==> config.mk <==
export PLATFORM = sky130hd
export DESIGN_NAME = ccv_charge_seq
export DESIGN_NICKNAME = d
export VERILOG_FILES = /design/src/rtl/chg_seq_pkg.sv /design/src/rtl/chg_run_ctr.sv /design/src/rtl/chg_cmp.sv /design/src/rtl/chg_setpt.sv /design/src/rtl/ccv_charge_seq.sv
export SDC_FILE = /design/constraint.sdc
export NUM_CORES = 1
export LEC_CHECK = 0
export BUFFER_PORTS_ARGS = -buffer_cell sky130_fd_sc_hd__clkbuf_2
export CORE_MARGIN = 2
export CORE_UTILIZATION = 52
export DETAILED_ROUTE_END_ITERATION = 7
export PLACE_DENSITY_LB_ADDON = 0.2
export SLEW_MARGIN = 10
export SYNTH_ARGS = -nofsm -noshare
export SYNTH_HDL_FRONTEND = slang
export SYNTH_SLANG_ARGS = --single-unit
==> constraint.sdc <==
create_clock -name clk -period 2.54 [get_ports clk]
set_input_delay 0.381 -clock clk [delete_from_list [all_inputs] [get_ports clk]]
set_output_delay 0.381 -clock clk [all_outputs]
set_load 0.05 [all_outputs]
==> src/rtl/chg_seq_pkg.sv <==
package chg_seq_pkg;
  typedef enum logic [1:0] {
    ST_IDLE = 2'd0,
    ST_CC   = 2'd1,
    ST_CV   = 2'd2,
    ST_DONE = 2'd3
  } chg_state_e;
endpackage

==> src/rtl/chg_run_ctr.sv <==
// Counts consecutive qualifying samples; pulses hit on the RUN_LEN-th one.
module chg_run_ctr #(
  parameter int RUN_LEN = 4
) (
  input  logic clk,
  input  logic rst_n,
  input  logic clear,
  input  logic step,
  input  logic qual,
  output logic hit
);
  localparam int CW = $clog2(RUN_LEN + 1);
  localparam logic [CW-1:0] LAST = CW'(RUN_LEN - 1);

  logic [CW-1:0] cnt;

  assign hit = !clear && step && qual && (cnt == LAST);

  always_ff @(posedge clk or negedge rst_n) begin
    if (!rst_n) begin
      cnt <= '0;
    end else if (clear || hit) begin
      cnt <= '0;
    end else if (step) begin
      cnt <= qual ? cnt + CW'(1) : '0;
    end
  end
endmodule

==> src/rtl/chg_cmp.sv <==
// Threshold tests on one sample: voltage ceiling and termination ratio.
module chg_cmp #(
  parameter int VW        = 10,
  parameter int IW        = 10,
  parameter int V_CV_CODE = 820,
  parameter int TERM_NUM  = 1,
  parameter int TERM_DEN  = 20
) (
  input  logic [VW-1:0] vbat,
  input  logic [IW-1:0] ibat,
  input  logic [IW-1:0] iref,
  output logic          v_at_ceiling,
  output logic          i_decayed
);
  localparam int PW = IW + 16;
  localparam logic [VW-1:0] VTH  = VW'(V_CV_CODE);
  localparam logic [PW-1:0] KNUM = PW'(TERM_NUM);
  localparam logic [PW-1:0] KDEN = PW'(TERM_DEN);

  logic [PW-1:0] lhs, rhs;

  always_comb begin
    lhs          = PW'(ibat) * KDEN;
    rhs          = PW'(iref) * KNUM;
    v_at_ceiling = (vbat >= VTH);
    i_decayed    = (lhs <= rhs);
  end
endmodule

==> src/rtl/chg_setpt.sv <==
// Decodes the phase into driver setpoints and flags; clamps the voltage code.
module chg_setpt
  import chg_seq_pkg::*;
#(
  parameter int VW         = 10,
  parameter int IW         = 10,
  parameter int V_CV_CODE  = 820,
  parameter int V_MAX_CODE = 820,
  parameter int I_CC_CODE  = 380
) (
  input  chg_state_e    state,
  output logic [IW-1:0] iset,
  output logic [VW-1:0] vset,
  output logic          phase_cv,
  output logic          done
);
  localparam int V_EFF = (V_CV_CODE > V_MAX_CODE) ? V_MAX_CODE : V_CV_CODE;

  always_comb begin
    iset     = '0;
    vset     = '0;
    phase_cv = 1'b0;
    done     = 1'b0;
    unique case (state)
      ST_IDLE: ;
      ST_CC: begin
        iset = IW'(I_CC_CODE);
        vset = VW'(V_EFF);
      end
      ST_CV: begin
        iset     = IW'(I_CC_CODE);
        vset     = VW'(V_EFF);
        phase_cv = 1'b1;
      end
      ST_DONE: begin
        vset     = VW'(V_EFF);
        phase_cv = 1'b1;
        done     = 1'b1;
      end
    endcase
  end
endmodule

==> src/rtl/ccv_charge_seq.sv <==
module ccv_charge_seq
  import chg_seq_pkg::*;
#(
  parameter int VW         = 10,
  parameter int IW         = 10,
  parameter int V_CV_CODE  = 820,
  parameter int V_MAX_CODE = 820,
  parameter int I_CC_CODE  = 380,
  parameter int TERM_NUM   = 1,
  parameter int TERM_DEN   = 20,
  parameter int RUN_LEN    = 4
) (
  input  logic          clk,
  input  logic          rst_n,
  input  logic          enable,
  input  logic          samp_valid,
  output logic          samp_ready,
  input  logic [VW-1:0] samp_vbat,
  input  logic [IW-1:0] samp_ibat,
  output logic [1:0]    chg_state,
  output logic          phase_cv,
  output logic          charge_done,
  output logic [IW-1:0] iset_code,
  output logic [VW-1:0] vset_code
);
  chg_state_e    state, state_nx;
  logic [IW-1:0] iref;
  logic          take;
  logic          v_hi, i_lo;
  logic          cc_hit, cv_hit;
  logic          rdy_q;

  always_ff @(posedge clk or negedge rst_n) begin
    if (!rst_n) rdy_q <= 1'b0;
    else        rdy_q <= 1'b1;
  end
  assign samp_ready = rdy_q;
  assign take       = samp_valid && samp_ready;

  chg_cmp #(
    .VW(VW), .IW(IW), .V_CV_CODE(V_CV_CODE),
    .TERM_NUM(TERM_NUM), .TERM_DEN(TERM_DEN)
  ) u_cmp (
    .vbat(samp_vbat), .ibat(samp_ibat), .iref(iref),
    .v_at_ceiling(v_hi), .i_decayed(i_lo)
  );

  chg_run_ctr #(.RUN_LEN(RUN_LEN)) u_cc_run (
    .clk(clk), .rst_n(rst_n),
    .clear(!enable || state != ST_CC),
    .step(take), .qual(v_hi), .hit(cc_hit)
  );

  chg_run_ctr #(.RUN_LEN(RUN_LEN)) u_cv_run (
    .clk(clk), .rst_n(rst_n),
    .clear(!enable || state != ST_CV),
    .step(take), .qual(i_lo), .hit(cv_hit)
  );

  always_comb begin
    state_nx = state;
    if (!enable) begin
      state_nx = ST_IDLE;
    end else begin
      unique case (state)
        ST_IDLE: state_nx = ST_CC;
        ST_CC:   if (cc_hit) state_nx = ST_CV;
        ST_CV:   if (cv_hit) state_nx = ST_DONE;
        ST_DONE: state_nx = ST_DONE;
      endcase
    end
  end

  always_ff @(posedge clk or negedge rst_n) begin
    if (!rst_n) begin
      state <= ST_IDLE;
      iref  <= '0;
    end else begin
      state <= state_nx;
      if (state_nx == ST_IDLE)           iref <= '0;
      else if (state == ST_CC && cc_hit) iref <= samp_ibat;
    end
  end

  assign chg_state = state;

  chg_setpt #(
    .VW(VW), .IW(IW), .V_CV_CODE(V_CV_CODE),
    .V_MAX_CODE(V_MAX_CODE), .I_CC_CODE(I_CC_CODE)
  ) u_setpt (
    .state(state), .iset(iset_code), .vset(vset_code),
    .phase_cv(phase_cv), .done(charge_done)
  );
endmodule

# Yosys cells after proc, flatten, opt, wreduce, memory -nomap -nowiden
# Index checks and enable logic that the tools add are counted.
# op_classes
multipliers	1
n_reduce_logical	23
muxes	16
add_sub_neg	2
order_cmp	2
eq_ne	7
# op_table
operator	count
$mux 10	3
$mux 3	6
$le 15x10->1	1
$mul 10x3->13 const B	1
$ge 10x10->1 const B	1
$mux 9	1
$logic_and 1x1->1	8
$pmux 2 s4	1
$add 3x1->3 const B	2
$eq 3x2->1 const B	2
$mux 2	3
$reduce_bool 2->1	3
$eq 2x2->1 const B	2
$logic_not 2->1	2
$logic_or 1x1->1	4
$reduce_or 2->1	2
$logic_not 1->1	3
$reduce_or 3->1	1
$eq 2x1->1 const B	1
$mux 1	2
$ne 2x1->1 const B	1
$ne 2x2->1 const B	1
# totals
regBits	19
inputBits	24
out_inout_bits	25
wordCells	56

# Depth between registers and ports, before layout
# depth
depth_word	11
depth_mapped	14
mapped_depth_nobuf	14

# By module
# From an unflattened synthesis, not the netlist that was laid out.
# unflattened
cells_unflattened	203
area_unflattened_um2	1881.8
# by_module_without_submodules
module	seq_area_each_um2	n_inst	area_each_um2	cells_each
chg_cmp	0.0	1	742.0	90
ccv_charge_seq	325.3	1	585.6	55
chg_run_ctr	75.1	2	180.2	16
chg_setpt	0.0	1	193.9	26

# Least setup slack after synthesis
# OpenSTA, ideal clock, no wires.
# synth_timing
path_kind	input port to flip-flop
startpoint	input samp_ibat[1]
endpoint	register u_cv_run.cnt[0]
required_time_ps	2439
n_path_buf	0
path_slack_ps	-763
arrival_time_ps	3202
cell_stages	14
setup_time_ps	101
path_cell_list	ha_1 > ha_1 > inv_1 > fa_1 > nor2b_4 > o31a_1 > a21oi_1 > ha_1 > and3_1 > and4_1 > a311oi_1 > a2111oi_4 > and4_4 > nor4_1
# synth_between
elab_chain_cells	6
elab_cells_between_ends	9
classes_between	mul: 1; order compare: 1; mux: 3; reduce/logical: 4
# synth_lines
item	line_no	source
start: declaration	ccv_charge_seq.sv:19	input logic [IW-1:0] samp_ibat,
$mul 10x3->13 (*)	chg_cmp.sv:23	lhs = PW'(ibat) * KDEN;
$le 15x10->1 (*)	chg_cmp.sv:26	i_decayed = (lhs <= rhs);
$logic_and 1x1->1 (2 in series)	chg_run_ctr.sv:17	assign hit = !clear && step && qual && (cnt == LAST);
$logic_or 1x1->1	chg_run_ctr.sv:22	end else if (clear || hit) begin
$mux 3 or $reduce_bool 2->1 (tied branches)	n/a	
end signal: assignment	chg_run_ctr.sv:25	cnt <= qual ? cnt + CW'(1) : '0;
end: declaration	chg_run_ctr.sv:15	logic [CW-1:0] cnt;
# Mark *: on every way between the ends. The rest lies on a longest branch, timed or not. The select of a mux whose other input is x is not followed.
# A chain may end at the register's enable or synchronous reset.

# Worst setup path after layout
# layout_timing
startpoint	input samp_ibat[5]
endpoint	register state[0], in the netlist chg_state[0]
# layout_between
elab_chain_cells	7
# layout_lines
item	line_no	source
$mul 10x3->13	chg_cmp.sv:23	
$le 15x10->1	chg_cmp.sv:26	
$logic_and 1x1->1 (2 in series)	chg_run_ctr.sv:17	
$mux 2	ccv_charge_seq.sv:68	ST_CV: if (cv_hit) state_nx = ST_DONE;
$pmux 2 s4	ccv_charge_seq.sv:65	unique case (state)
$mux 2	ccv_charge_seq.sv:62	if (!enable) begin
via state_nx[0]	ccv_charge_seq.sv:26	chg_state_e state, state_nx;
end signal: assignment	ccv_charge_seq.sv:79	state <= state_nx;
end: declaration	ccv_charge_seq.sv:26	
# The timed path passes the listed nets, and every way through them passes these cells.

==> results_dict.tcl <==
set metrics [dict create \
    drtIter0Drc 58 \
    rsz0062_at_grt "yes" \
    io_pins 49 \
    clk_latency_ns 0.30 \
    syn-cell-area_um2 1790 \
    drc 0 \
    fillers 268 \
    power.density_nw_per_um2 434 \
    start_kind "input pin" \
    die_w_um 62.7 \
    post-place-cells 286 \
    diodes 0 \
    cp_slowest_cell "ha_1" \
    grt_max_degree 20 \
    period_needed_ns 2.90 \
    synth_top_area_cell "dfrtp_1" \
    rr_worst_depth 8 \
    clockBufferDepth 2 \
    avgViaCountPerCell 5.34 \
    synthCells 190 \
    power.switching_w 0.000435 \
    synth.distinct_cells 43 \
    synthTopCellsByArea "dfrtp_1, ha_1, buf_4" \
    swShare_pct 42.6 \
    setup-violations-final 4 \
    comb_power_share_pct 54.6 \
    arrival_ns 3.14 \
    hpwl_um 3250 \
    gp_congestion 0.824 \
    ys_seq_elements 19 \
    crit_top_cell "ha_1" \
    crit_chain "clkbuf_2 -> ha_1 -> ha_4 -> buf_4 -> a21oi_2 -> xnor2_1 -> ha_1 -> a21o_1 -> a211oi_4 -> a311oi_4 -> a2111oi_4 -> and4_4 -> o211a_1" \
    fin_skew_ns 0.00261 \
    grt.overflow.total 0 \
    multi_input_area_um2 1310 \
    vias 1566 \
    cts_made_buffers 3 \
    nNetsFinal 306 \
    place_ws_ns -0.774 \
    hold_viol 0 \
    cell_internal_pwr_w 0.000587 \
    crit_fanout 4 \
    instances_no_fill 293 \
    cp_data_required_time_ns 2.79 \
    drv_slew 0 \
    fmax_mhz 345 \
    worstSetupPathType "input pin to register" \
    ant_nets 0 \
    die_y_um 62.7 \
    cts.sinks 19 \
    drive_gt1_share_pct 38.5 \
    violations "negative setup slack" \
    cts_root_buffer "clkbuf_4" \
    drv_cap 0 \
    synth_top_area_share_pct 26.5 \
    antenna_found_initial 0 \
    yosysWarnings 0 \
    grt_pass1_vias 1497 \
    ys.flop_type "dfrtp_1" \
    die_area_um2 3930 \
    portBuffers 37 \
    fin_ws_ns -0.357 \
    async_flop_share_pct 100 \
    rows 21 \
    ff2ff_setup_slack_ns 0.39 \
    avgRoutedWirePerCell_um 13.9 \
    regArea_um2 475 \
    syn_to_final_growth_pct 31.5 \
    cp_slowest_stage_delay_ns 0.33 \
    final_area_um2 2360 \
    finalCritPeriodShare_pct 114 \
    crit_start "samp_ibat[5]" \
    synth-edff-count 0 \
    clkPwrFrac_pct 15.0 \
    grt_use_total_pct 21.1 \
    totalWireLength_um 4070 \
    status "finished with violations" \
    dr.pass1.iters 4 \
    timing.rr.start "iref[5]" \
    cp-end-kind "register" \
    r2r-end "chg_state[0]" \
    htree_levels 1 \
    start_util_pct 53.7 \
    utilization_pct 70.7 \
    syn_avg_cell_area_um2 9.44 \
    clkTransAtPathRegs_ns 0.10 \
    place_area_um2 2150 \
    hp-class "input pin to async pin" \
    grt_pass1_wl_um 6780 \
    p_seq_share_pct 30.4 \
    peakVddDrop_mv 0.401 \
    ys_seq_area_share_pct 26.5 \
    power.leakage_nw 1.11 \
    cts_tree "yes" \
    core_area_um2 3340 \
]
worst max-delay path by stage:
stage	endpoint	slack (ns)	depth (start not counted)
4_1_cts	chg_state[0]	-0.41	15
2_1_floorplan	chg_state[0]	-0.46	14
3_3_place_gp	chg_state[0]	-0.61	15
5_1_grt	chg_state[0]	-0.45	13
3_5_place_dp	chg_state[0]	-0.77	15
6_report	chg_state[0]	-0.36	13
metrics by stage:
stage / hold slack, ns / TNS (ns) / power (W)
detailed placement: 0.357 / -2.95 / 0.000796
global placement: 0.344 / -2.40 / 0.000781
floorplan: 0.0854 / -1.74 / 0.000692
CTS: 0.0290 / -1.54 / 0.000969
finish: 0.0106 / -1.30 / 0.00102
global route: 0.0396 / -1.72 / 0.00108
critical path, delay by kind of cell:
family                     cells  cell delay, ns
and+or+nand+nor                1            0.32
xor gates and xnor gates       1            0.14
AOI/OAI and AO/OA              6            1.16
adders and majority gates      3            0.85
buffers and inverters          2            0.27
state kept, by name, indices dropped and copies added, names as in the netlist:
register and count:
iref 10, u_cc_run.cnt 3, u_cv_run.cnt 3, chg_state 2, samp_ready 1
metal layers:
metal,track usage (%),wire [um],up-vias
met1,28.0,1800,744
met4,6.11,58,0
li1,-,-,773
met3,1.98,163,7
met5,0,0,-
met2,36.6,2050,42
synth_stat cells, types with 2 or more instances:
cell and instances:
a211o_1 2, dfrtp_1 19, a21o_1 2, a211oi_1 4
ha_1 33, nor4_1 2, a311oi_1 2, inv_1 18
o211ai_1 3, buf_4 18, a22oi_1 2, o21a_1 2
nor2_1 17, and3_1 2, nand4_1 2, nand2_1 7
o211a_1 2, xnor2_1 2, mux2i_1 10, conb_1 2
a21oi_1 5, o21ai_0 8, and4_1 3, or3_1 4
power by group through the flow:
stage	clock network (W)	registers, W	logic [W]
after CTS	0.000154	0.000311	0.000504
after detailed placement	0	0.000317	0.000479
after global placement	0	0.000317	0.000464
final	0.000153	0.000311	0.000558
after floorplan	0	0.000326	0.000365
after global routing	0.000169	0.000312	0.000602
repair_timing:
item                                    4_1_cts  5_1_grt
gates resized for setup                       7       19
pin swaps                                    12        9
buffers inserted                              2        1
hold buffers                                  0        0
endpoints found under the setup margin        4        4
cells in the final DEF, fill, tap and decap left out, types with 2 or more instances in the layout:
cell type   n
clkbuf_2   33
nor4_1      2
conb_1     10
a21oi_2     3
and4_4      2
ha_4        9
dfrtp_1    19
a21oi_1     2
a21o_1      2
o211a_1     2
clkbuf_4    3
inv_1      16
and4_1      2
or3_1       4
o21ai_1     2
inv_2       2
nor2_1     17
o21a_1      2
o211ai_1    3
ha_1       23
a22oi_1     2
nand2_1     7
a211oi_1    2
buf_4      29
a211o_1     2
o21ai_0     7
mux2i_1    10
nand4_1     2
xnor2_1     2
buf_8       2
a211oi_2    2
area by class of cell:
class	instances	area share [%]
clock buffer	4	1.11
inverter	18	2.86
multi-input combinational	141	55.4
sequential	19	20.2
tap	46	2.44
timing repair buffer	65	18.0
logic make-up (layout without fill, tap and decap cells):
family	count (synthesis)	count (layout)	share of synthesized area (%)
other	2	10	0.419
XOR/XNOR	3	3	1.47
AO/OA/AOI/OAI	39	39	16.5
buffers and inverters	38	87	11.8
flip-flops	19	19	26.5
multiplexers	10	10	5.58
adder cells (fa/ha/maj)	34	34	24.1
AND/OR/NAND/NOR	45	45	13.5
(Power assumes the default switching activity.)
